`src/rtl/gf2n_sq_pkg.sv`:
```
package gf2n_sq_pkg;

  // Number of serial fold steps after the load cycle for an odd field size.
  function automatic int sq_half(input int n);
    return (n - 1) / 2;
  endfunction

  // Width of a down-counter able to hold sq_half(n).
  function automatic int sq_cnt_w(input int n);
    return (sq_half(n) < 2) ? 1 : $clog2(sq_half(n) + 1);
  endfunction

endpackage

```
`src/rtl/gf2n_sq_spread.sv`:
```
// Places coefficient c_i[i] at bit 2i of an N-bit vector; odd bits are zero.
module gf2n_sq_spread #(
  parameter int N   = 163,
  parameter int SRC = (N + 1) / 2
) (
  input  logic [SRC-1:0] c_i,
  output logic [N-1:0]   s_o
);
  for (genvar b = 0; b < N; b++) begin : g_bit
    if ((b % 2) == 0 && (b / 2) < SRC) begin : g_even
      assign s_o[b] = c_i[b/2];
    end else begin : g_zero
      assign s_o[b] = 1'b0;
    end
  end
endmodule

```
`src/rtl/gf2n_sq_xpow.sv`:
```
// Multiplies v_i by x^SHIFT modulo (x^N + pol_i), one fold stage per position.
module gf2n_sq_xpow #(
  parameter int N     = 163,
  parameter int SHIFT = 2
) (
  input  logic [N-1:0] v_i,
  input  logic [N-1:0] pol_i,
  output logic [N-1:0] v_o
);
  logic [N-1:0] stage [SHIFT+1];

  assign stage[0] = v_i;

  for (genvar k = 0; k < SHIFT; k++) begin : g_fold
    assign stage[k+1] = {stage[k][N-2:0], 1'b0} ^ (stage[k][N-1] ? pol_i : '0);
  end

  assign v_o = stage[SHIFT];
endmodule

```
`src/rtl/gf2n_sq_ctrl.sv`:
```
// Step counter and handshake for the serial squarer.
module gf2n_sq_ctrl
  import gf2n_sq_pkg::*;
#(
  parameter int N = 163
) (
  input  logic clk_i,
  input  logic rst_ni,
  input  logic start_i,
  output logic load_o,
  output logic step_o,
  output logic last_o,
  output logic busy_o,
  output logic done_o
);
  localparam int H  = sq_half(N);
  localparam int CW = sq_cnt_w(N);

  logic [CW-1:0] cnt_q, cnt_d;
  logic          done_q, done_d;
  logic          cnt_en;

  assign busy_o = (cnt_q != '0);
  assign load_o = start_i && !busy_o;
  assign step_o = busy_o;
  assign last_o = busy_o && (cnt_q == CW'(1));
  assign done_o = done_q;

  always_comb begin
    cnt_en = load_o || busy_o;
    cnt_d  = cnt_q;
    if (load_o) begin
      cnt_d = CW'(H);
    end else if (busy_o) begin
      cnt_d = cnt_q - CW'(1);
    end
    done_d = last_o;
  end

  always_ff @(posedge clk_i or negedge rst_ni) begin
    if (!rst_ni) begin
      cnt_q  <= '0;
      done_q <= 1'b0;
    end else begin
      if (cnt_en) begin
        cnt_q <= cnt_d;
      end
      done_q <= done_d;
    end
  end
endmodule

```
`src/rtl/gf2n_sq_serial.sv`:
```
// Bit-serial GF(2^N) squarer, N odd. Latency (N+1)/2 cycles from start to done.
module gf2n_sq_serial
  import gf2n_sq_pkg::*;
#(
  parameter int N = 163
) (
  input  logic         clk_i,
  input  logic         rst_ni,
  input  logic         start_i,
  input  logic [N-1:0] opa_i,
  input  logic [N-1:0] mod_i,
  output logic         busy_o,
  output logic         done_o,
  output logic [N-1:0] res_o
);
  localparam int H  = sq_half(N);
  localparam int LO = H + 1;

  logic load, step, last;

  logic [H-1:0] hi_q, hi_d;
  logic [N-1:0] acc_q, acc_d;
  logic [N-1:0] res_q, res_d;
  logic [N-1:0] pol_q;
  logic         hi_en, acc_en, res_en, pol_en;

  logic [N-1:0] low_spread;
  logic [N-1:0] inj;
  logic [N-1:0] prod;

  gf2n_sq_ctrl #(.N(N)) u_ctrl (
    .clk_i   (clk_i),
    .rst_ni  (rst_ni),
    .start_i (start_i),
    .load_o  (load),
    .step_o  (step),
    .last_o  (last),
    .busy_o  (busy_o),
    .done_o  (done_o)
  );

  // Low half lands at even positions below x^N without reduction.
  gf2n_sq_spread #(.N(N), .SRC(LO)) u_spread (
    .c_i (opa_i[H:0]),
    .s_o (low_spread)
  );

  // Next upper coefficient enters at x^(N-1), then the whole value gains x^2.
  assign inj = {acc_q[N-1] ^ hi_q[H-1], acc_q[N-2:0]};

  gf2n_sq_xpow #(.N(N), .SHIFT(2)) u_xpow (
    .v_i   (inj),
    .pol_i (pol_q),
    .v_o   (prod)
  );

  always_comb begin
    pol_en = load;
    hi_en  = load || step;
    acc_en = load || step;
    res_en = load || last;
    hi_d   = load ? opa_i[N-1:H+1] : (hi_q << 1);
    acc_d  = load ? '0 : prod;
    res_d  = load ? low_spread : (prod ^ res_q);
  end

  always_ff @(posedge clk_i) begin
    if (pol_en) begin
      pol_q <= mod_i;
    end
    if (hi_en) begin
      hi_q <= hi_d;
    end
    if (acc_en) begin
      acc_q <= acc_d;
    end
  end

  always_ff @(posedge clk_i or negedge rst_ni) begin
    if (!rst_ni) begin
      res_q <= '0;
    end else if (res_en) begin
      res_q <= res_d;
    end
  end

  assign res_o = res_q;
endmodule

```
`config.mk`:
```
export PLATFORM = sky130hd
export DESIGN_NAME = gf2n_sq_serial
export DESIGN_NICKNAME = d
export VERILOG_FILES = /design/src/rtl/gf2n_sq_pkg.sv /design/src/rtl/gf2n_sq_spread.sv /design/src/rtl/gf2n_sq_xpow.sv /design/src/rtl/gf2n_sq_ctrl.sv /design/src/rtl/gf2n_sq_serial.sv
export SDC_FILE = /design/constraint.sdc
export NUM_CORES = 1
export LEC_CHECK = 0
export BUFFER_PORTS_ARGS = -buffer_cell sky130_fd_sc_hd__clkbuf_2
export CAP_MARGIN = 30
export CORE_ASPECT_RATIO = 1.75
export CORE_MARGIN = 2
export CORE_UTILIZATION = 46
export CTS_CLUSTER_SIZE = 30
export DETAILED_ROUTE_END_ITERATION = 7
export PLACE_DENSITY = 0.67
export SETUP_SLACK_MARGIN = 0.15
export SLEW_MARGIN = 20
export SYNTH_ARGS = -nofsm -noshare
export SYNTH_HDL_FRONTEND = slang
export SYNTH_SLANG_ARGS = --single-unit
```
`constraint.sdc`:
```
create_clock -name clk_i -period 7.7 [get_ports clk_i]
set_input_delay 1.155 -clock clk_i [delete_from_list [all_inputs] [get_ports clk_i]]
set_output_delay 1.155 -clock clk_i [all_outputs]
set_load 0.005 [all_outputs]
```
---- After elaboration in Yosys (flattened, before gate mapping) ----
Index checks and enable logic that the tools add are counted.
word-level totals
  memories ................................ 0
  bits of input ports ..................... 329
  latch bits .............................. 0
  register bits ........................... 578
  RAM bits ................................ 0
  memory bits (read-only) ................. 0
cells by class
  bitwise gates (word level) .............. 4
  multiply operators ...................... 0
  $lt $le $gt $ge ......................... 0
  shift operators ......................... 0
  mux-type cells .......................... 6
  eq/ne operators ......................... 1
  add/subtract/negate cells ............... 1
  reduce and logical (&&, ||, !) cells .... 8
  div/mod/pow operators ................... 0
operators with widths
  kind                                                                number
  163-bit two-way mux                                                 3
  163-bit XOR                                                         3
  81-bit two-way mux                                                  1
  7-bit two-way mux                                                   2
  7-bit by 1-bit == test with 1-bit output, second input constant     1
  7-bit nonzero test                                                  1
  7-bit by 1-bit subtractor with 7-bit output, second input constant  1
  1-bit logical AND                                                   2
  1-bit logical OR                                                    2
  2-bit AND reduction                                                 1
  2-bit nonzero test                                                  1
  1-bit logical NOT                                                   1
  1-bit XOR                                                           1

---- Longest topological paths before layout ----
Gate-level depths: netlist of run 1.
  depth after elaboration ................. 7
  depth in mapped cells ................... 10

---- Hierarchy ----
From an unflattened synthesis of run 1, not the netlist that was laid out.
second synthesis, totals
  cells, all modules ...................... 3244
  area, all modules ....................... 35047.4 µm²
modules (own cells, without submodules)
  module          cells each  times used  area each (µm²)  seq. area each (µm²)
  gf2n_sq_serial  1586        1           23806.6          16300.6
  gf2n_sq_xpow    1456        1           9589.2           0.0
  gf2n_sq_spread  164         1           1227.4           0.0
  gf2n_sq_ctrl    38          1           424.2            200.2

---- Worst setup path after synthesis of run 1 ----
OpenSTA, ideal clock, no wires.
  kind .................................... input-to-reg
  from .................................... input port start_i
  to ...................................... register acc_q[0] (enable)
  required time ........................... 7.080 ns
  arrival ................................. 6.380 ns
  cell stages on the path ................. 1
  slack ................................... 0.700 ns
  cell sequence ........................... or3_1
on the way
  word-level cells in the longest chain between the ends .. 2
ends and longest elaborated chain
  element               RTL line              source
  start, declared       gf2n_sq_serial.sv:9   input logic start_i,
  1-bit logical AND     gf2n_sq_ctrl.sv:24    assign load_o = start_i && !busy_o;
  1-bit logical OR      gf2n_sq_serial.sv:60  acc_en = load || step;
  end signal, assigned  gf2n_sq_serial.sv:75  acc_q <= acc_d;
  end, declared         gf2n_sq_serial.sv:22  logic [N-1:0] acc_q, acc_d;
Every way passes these cells.
A chain may end at the register's enable or synchronous reset.

---- Final worst setup path of run 1 ----
  from .................................... register u_ctrl.cnt_q[0]
  to ...................................... register res_q[54] (netlist: res_o[54])
on the way
  word-level cells in the longest chain between the ends .. 4
  elaborated cells between the ends (all ways) .. 7
  classes of those cells .................. eq/ne: 1; mux: 1; reduce/logical: 5
ends and longest elaborated chain
  element                                                  RTL line                                    source
  start, declared                                          gf2n_sq_ctrl.sv:19                          logic [CW-1:0] cnt_q, cnt_d;
  start signal, assigned                                   gf2n_sq_ctrl.sv:46                          cnt_q <= cnt_d;
  7-bit nonzero test                                       gf2n_sq_ctrl.sv:23                          assign busy_o = (cnt_q != '0);
  1-bit logical NOT                                        gf2n_sq_ctrl.sv:24
  1-bit logical AND                                        gf2n_sq_ctrl.sv:24
  163-bit two-way mux or 1-bit logical OR (tied branches)  gf2n_sq_serial.sv:64, gf2n_sq_serial.sv:61
  end signal, assigned                                     gf2n_sq_serial.sv:83                        res_q <= res_d;
  end, declared                                            gf2n_sq_serial.sv:23                        logic [N-1:0] res_q, res_d;
Parallel ways exist; a longest one is shown, timed or not.

==> impl_metrics.json, run 1 <==
{
  "synthMostInstantiatedCell": "nand2_1",
  "cp.arrival_ns": 4.91,
  "power.switching_mw": 5.680,
  "dpl.hpwl_um": 62060,
  "die_h_um": 348.3,
  "tightest_slew_ns": 1.023,
  "viasPerCell": 5.987,
  "async_flop_share": 0.2958,
  "tns_ns": 0,
  "cts_hold_buf": 0,
  "wl_um": 97780,
  "yosys_warnings": 0,
  "clk_path_buf_depth": 3,
  "finalCriticalPeriod_ns": 4.369,
  "required_ns": 8.24,
  "wire_per_inst_um": 22.30,
  "grt_use_total": 0.2739,
  "clock_sinks": 578,
  "relSlewSlack": 0.3178,
  "setup_viol": 0,
  "antenna_left": 0,
  "post_cts_buffers": 0,
  "synth_ff_type": "edfxtp_1",
  "finalClockSkew_ns": 0.01665,
  "synth-seq-cells": 578,
  "numCtsBuffers": 56,
  "clkSlewWorstSetupHoldPaths_ns": 0.06,
  "start_kind": "register",
  "grt_pass1_vias": 25056,
  "critPathSlowestCell": "inv_8",
  "period_share": 0.5674,
  "antenna_found_initial": 12,
  "synthesis.nets": 3415,
  "grt.overflow.total": 0,
  "drt_pre_antenna_iters": 6,
  "finalCoreUtilization": 0.5383,
  "critPathKind": "reg2reg",
  "start_util": 0.4629,
  "cts_tree": "built",
  "cp-end-kind": "register",
  "syn_inst": 3084,
  "post_cts_resized": 0,
  "slew_violations": 0,
  "status": "finished clean",
  "hold_viol": 0,
  "io_pins": 494,
  "synth_edf_count": 407,
  "clock_latency_ns": 0.64,
  "synth_area_leaders": "edfxtp_1, dfrtp_1, nand2_1",
  "grt_first_pass_wirelength_um": 149000,
  "reg2reg_from": "u_ctrl.cnt_q[0]$_DFFE_PN0P_",
  "fmax_mhz": 228.9,
  "worstReg2RegEnd": "res_o[54]$_DFFE_PN0P_",
  "crit_path_max_incr_delay_ns": 0.81,
  "port_buffers": 493,
  "rows": 126,
  "die_area_um2": 69920,
  "area_delta_synth_final_pct": 16.29,
  "p_clk_frac": 0.209,
  "pwr-share-comb": 0.408,
  "design.core.area_um2": 67320,
  "leakagePower_nw": 14.37,
  "gp_congestion": 0.8477,
  "drc": 0,
  "num_vias": 26249,
  "power.internal_mw": 8.804,
  "power.density_nw_per_um2": 399.7,
  "cts_max_level": 2,
  "min_path_type": "in2async",
  "rsz0062_at_grt": "false",
  "yosysTopAreaCell": "edfxtp_1",
  "ys_top_cells_by_count": "nand2_1, edfxtp_1, nor2_1",
  "crit_chain": "inv_1 > ha_1 > or3b_2 > nor2_1 > nand2_4 > inv_8 > buf_12 > nor2_1 > and3_1 > a211oi_2",
  "die_w_um": 200.7,
  "grt_max_degree": 181,
  "final_nets": 3765,
  "p_seq_frac": 0.383,
  "synth_top_area_frac": 0.3922,
  "critPathBufInv": 3,
  "synth_cell_types": 58,
  "avgSynthCellArea_um2": 10.10,
  "synth_seq_area_share": 0.5296,
  "p_sw_frac": 0.3921,
  "cpLargestDelayFamily": "simple AND/OR/NAND/NOR gates",
  "worst_r2r_path_depth": 10,
  "cpMostUsedCell": "nor2_1",
  "dr.first_iter.drc_count": 2103,
  "cts-root-buf": "clkbuf_16",
  "rrSetupSlack_ns": 3.33,
  "irDropWorstVdd_mv": 0.2732,
  "maxCapViolations": 0,
  "synth_area_um2": 31160,
  "cp_max_fo": 170,
  "drive_above_1_share": 0.1913
}
[per-layer routing]
metal,wire (µm),vias up,global-route usage
met3,7090,231,0.05677
met5,105,-,0
met1,39370,12799,0.3459
met4,4478,16,0.1271
met2,46730,1025,0.4524
li1,-,12178,-
[flip-flops by register name, indices dropped and copies added, names as in the netlist]
signal / count
acc_q: 163
pol_q: 163
res_o: 163
hi_q: 81
u_ctrl.cnt_q: 7
u_ctrl.done_o: 1
[area by class of cell]
class                   count  area [µm²]
fillers                  6027       31080
flip-flops and latches    578       16500
multi-input cells        2172       13430
repair buffers            524        2789
clock buffers              75        1577
well taps                 896        1121
clock inverters            31       412.9
inverters                 102       392.9
diodes                      6       15.01
[through the flow]
stage | instances | area, µm² | total power [mW] | hold WS (ns) | setup slack, ns
2_1_floorplan | 3084 | 31160 | 9.426 | 0.4672 | 0.6999
3_3_place_gp | 4270 | 34200 | 11.35 | 0.4650 | 3.433
3_5_place_dp | 4272 | 34230 | 11.50 | 0.4711 | 3.374
4_1_cts | 4378 | 36220 | 14.56 | 0.4617 | 3.357
5_1_grt | 4381 | 36230 | 15.39 | 0.4868 | 2.933
6_report | 4384 | 36230 | 14.48 | 0.4616 | 3.331
[placed cells by master, fill, tap and decap left out, drive strengths merged, types with 55 or more instances in the layout]
master	count
nor3	73
o211ai	195
dfrtp	171
and2	121
xnor2	123
nor2	228
o311ai	55
inv	103
a211oi	86
o21ai	162
a21oi	98
clkbuf	567
or3	89
nand2	410
a211o	98
and3	58
edfxtp	407
[worst max path at each step]
stage	startpoint	end	slack (ns)	depth (start not counted)
detailed placement	u_ctrl.cnt_q[0]$_DFFE_PN0P_	res_o[54]$_DFFE_PN0P_	3.37	10
finish	u_ctrl.cnt_q[0]$_DFFE_PN0P_	res_o[54]$_DFFE_PN0P_	3.33	10
global placement	u_ctrl.cnt_q[0]$_DFFE_PN0P_	res_o[60]$_DFFE_PN0P_	3.43	10
global route	u_ctrl.cnt_q[0]$_DFFE_PN0P_	res_o[50]$_DFFE_PN0P_	2.93	10
CTS	u_ctrl.cnt_q[0]$_DFFE_PN0P_	res_o[54]$_DFFE_PN0P_	3.36	10
floorplan	start_i	acc_q[0]$_SDFFCE_PP0P_	0.70	1
[worst register-to-register path, cell delays in order (launching register included)]
cell	delay (ns)
dfrtp_1	0.41
inv_1	0.09
ha_1	0.22
or3b_2	0.51
nor2_1	0.29
nand2_4	0.49
inv_8	0.92
buf_12	0.57
nor2_1	0.38
and3_1	0.22
a211oi_2	0.19
[power by group through the flow]
| stage | clock network, mW | registers (mW) | logic [mW] |
|---|---|---|---|
| 6_report | 3.03 | 5.55 | 5.90 |
| 4_1_cts | 3.08 | 5.55 | 5.93 |
| 3_5_place_dp | 0 | 5.60 | 5.91 |
| 5_1_grt | 3.19 | 5.68 | 6.52 |
| 3_3_place_gp | 0 | 5.57 | 5.78 |
| 2_1_floorplan | 0 | 5.45 | 3.98 |
[logic make-up (layout without fill, tap and decap cells)]
group | Yosys count | in the layout | synth area share
fa+ha+maj | 2 | 2 | 0.0008030
compound gates | 844 | 844 | 0.1967
mux | 17 | 17 | 0.005501
simple gates | 1142 | 1142 | 0.1781
other cells | 0 | 6 | 0
flops | 578 | 578 | 0.5296
buf+inv | 334 | 732 | 0.04216
xor+xnor | 167 | 167 | 0.04718
Note: power is estimated with default switching activity, not from simulation.
==> run 2: changes to the inputs <==
- ABC_AREA: unset -> 1
- PLACE_DENSITY: 0.67 -> 0.69
- clock period: 7.7 -> 3.68 ns (I/O delays scaled with it)
==> impl_metrics.json, run 2 <==
{
  "status": "finished clean",
  "syn_inst": 4418,
  "cts_tree": "built",
  "maxCapViolations": 0,
  "clock_latency_ns": 0.64,
  "grt_use_total": 0.2676,
  "synth_ff_type": "edfxtp_1",
  "synth-seq-cells": 578,
  "critPathKind": "reg2reg",
  "worstReg2RegEnd": "res_o[81]$_DFFE_PN0P_",
  "port_buffers": 493,
  "irDropWorstVdd_mv": 0.7205,
  "power.density_nw_per_um2": 870.5,
  "crit_path_max_incr_delay_ns": 0.64,
  "synth_top_area_frac": 0.3622,
  "rsz0062_at_grt": "false",
  "leakagePower_nw": 19.51,
  "crit_start": "acc_q[162]$_SDFFCE_PP0P_",
  "cpMostUsedCell": "nand2_1",
  "synthMostInstantiatedCell": "nand2_1",
  "final_nets": 5125,
  "dp.cells": 5665,
  "clkSlewWorstSetupHoldPaths_ns": 0.07,
  "dr.first_iter.drc_count": 2225,
  "wire_per_inst_um": 17.70,
  "final_common_cell": "nand2_1",
  "fmax_mhz": 366.5,
  "synth_area_leaders": "edfxtp_1, nand2_1, dfrtp_1",
  "setup_viol": 0,
  "use_met2": 0.4675,
  "async_flop_share": 0.2958,
  "relSlewSlack": 0.3994,
  "die_h_um": 362.3,
  "synth_cell_types": 30,
  "min_from": "mod_i[147]",
  "critPathSlowestCell": "buf_4",
  "worst_r2r_path_depth": 11,
  "yosys_warnings": 0,
  "cts_max_level": 2,
  "die_area_um2": 75630,
  "avgSynthCellArea_um2": 7.638,
  "cp-end-kind": "register",
  "viasPerCell": 5.296,
  "design.core.area_um2": 72770,
  "instances_no_fill": 5776,
  "cpLargestDelayFamily": "buffers and inverters",
  "grt.overflow.total": 0,
  "cp.arrival_ns": 3.24,
  "crit_chain": "inv_1 > nand2_4 > buf_4 > buf_4 > nand3_1 > xnor2_1 > nand2_1 > nand2_1 > nand3_1 > nand2_1 > nor2_1",
  "dpl_cell_area_um2": 36970,
  "fin_total_pwr_mw": 33.96,
  "cp_max_fo": 68,
  "synth_area_um2": 33740,
  "grt_first_pass_wirelength_um": 160100,
  "period_share": 0.7415,
  "tns_ns": 0,
  "io_pins": 494,
  "cts-root-buf": "clkbuf_16",
  "gp_congestion": 0.8119,
  "grt_pass1_vias": 29879,
  "yosysTopAreaCell": "edfxtp_1",
  "antenna_found_initial": 10,
  "die_w_um": 208.7,
  "post_cts_buffers": 0,
  "critPathBufInv": 3,
  "numCtsBuffers": 57,
  "multi_input_area_um2": 14310,
  "holdPathEnd": "pol_q[147]$_DFFE_PP_",
  "ys_top_cells_by_count": "nand2_1, nand3_1, inv_1",
  "hold_depth": 1,
  "reg2reg_from": "acc_q[162]$_SDFFCE_PP0P_",
  "antenna_left": 0,
  "hold_ws_ns": 0.08576,
  "required_ns": 4.19,
  "synth_edf_count": 407,
  "grt_max_degree": 164,
  "seqCellArea_um2": 16500,
  "finalCriticalPeriod_ns": 2.729,
  "min_path_type": "in2reg",
  "synthesis.nets": 4749,
  "tightest_slew_ns": 0.9008,
  "synth_seq_area_share": 0.4890,
  "slew_violations": 0,
  "grt_util_met1": 0.3090,
  "drive_above_1_share": 0.1386,
  "start_kind": "register",
  "clock_sinks": 578,
  "drt_pre_antenna_iters": 5,
  "rrSetupSlack_ns": 0.95,
  "grt_busiest_layer": "met2",
  "final_cell_mix": "nand2_1, nand3_1, inv_1",
  "grtUsageMet3": 0.06624,
  "dpl.hpwl_um": 68190,
  "wl_um": 102200,
  "start_util": 0.4637,
  "clk_path_buf_depth": 3,
  "rows": 131,
  "finalClockSkew_ns": 0.02272,
  "nFillCells": 6859,
  "hold_viol": 0,
  "finalInstanceArea_um2": 39010,
  "num_vias": 30590,
  "drc": 0,
  "area_delta_synth_final_pct": 15.62
}
[run 2: cell types whose count changed in the layout (fill, tap and decap cells not counted), moves of 65 or more]
cell	before	now
nand2_1	408	1620
nand3_1	32	657
inv_1	99	499
o211ai_1	195	0
o21ai_0	162	4
nand4_1	19	164
and2_1	121	0
a211o_1	98	0
or3_1	88	0
nor3_1	72	1
a211oi_1	67	0
a21oi_1	98	163
[run 2: worst max-delay path by stage]
stage / slack (ns) / end / cells after the start
3_3_place_gp: 1.09 / res_o[89]$_DFFE_PN0P_ / 11
5_1_grt: 0.68 / res_o[89]$_DFFE_PN0P_ / 11
6_report: 0.95 / res_o[81]$_DFFE_PN0P_ / 11
2_1_floorplan: -1.38 / acc_q[0]$_SDFFCE_PP0P_ / 7
4_1_cts: 0.95 / res_o[31]$_DFFE_PN0P_ / 11
3_5_place_dp: 1.03 / res_o[29]$_DFFE_PN0P_ / 11
[run 2: layout make-up]
cell class / count / share of cell area
Antenna cell: 3 / 0.0001924
Clock buffer: 66 / 0.03823
Clock inverter: 41 / 0.01373
Inverter: 505 / 0.04900
Multi-Input combinational cell: 3115 / 0.3667
Sequential cell: 578 / 0.4229
Tap cell: 931 / 0.02986
Timing Repair Buffer: 537 / 0.07940
[run 2: stage by stage]
step	utilization	setup slack [ns]
6_report	0.5361	0.9514
2_1_floorplan	-	-1.376
3_3_place_gp	0.5080	1.088
3_5_place_dp	0.5080	1.031
4_1_cts	0.5360	0.9510
5_1_grt	0.5360	0.6770
[run 2: routing by layer]
metal	wire length, µm	share of wire	vias up
met5	114	0.0011	-
met4	4499	0.044	18
met3	8358	0.082	229
met2	50240	0.49	1056
met1	39020	0.38	14285
li1	-	-	15002
[run 2: cells by family after synthesis]
logic type | count (synthesis) | share of synthesized area
AOI/OAI and AO/OA | 171 | 0.02547
xor gates and xnor gates | 161 | 0.04179
adders and majority gates | 2 | 0.0007414
buffers and inverters | 725 | 0.08906
DFF | 578 | 0.4890
and+or+nand+nor | 2781 | 0.3539
[run 2: worst reg2reg max path, delay by kind of cell (launching register included)]
kind | cells | cell delay, ns
flops | 1 | 0.39
simple gates | 7 | 0.79
buf+inv | 3 | 1.17
xor+xnor | 1 | 0.26
[run 2: power breakdown]
group | switching, mW | internal (mW) | total (mW)
logic | 10.1 | 5.58 | 15.7
clock network | 2.72 | 3.81 | 6.53
registers | 1.63 | 10.1 | 11.7
total | 14.5 | 19.5 | 34.0
[run 2: timing repair]
action	in CTS	in global routing
endpoints found under the hold margin	60	0
gates resized for setup	0	0
hold buffers	1	0
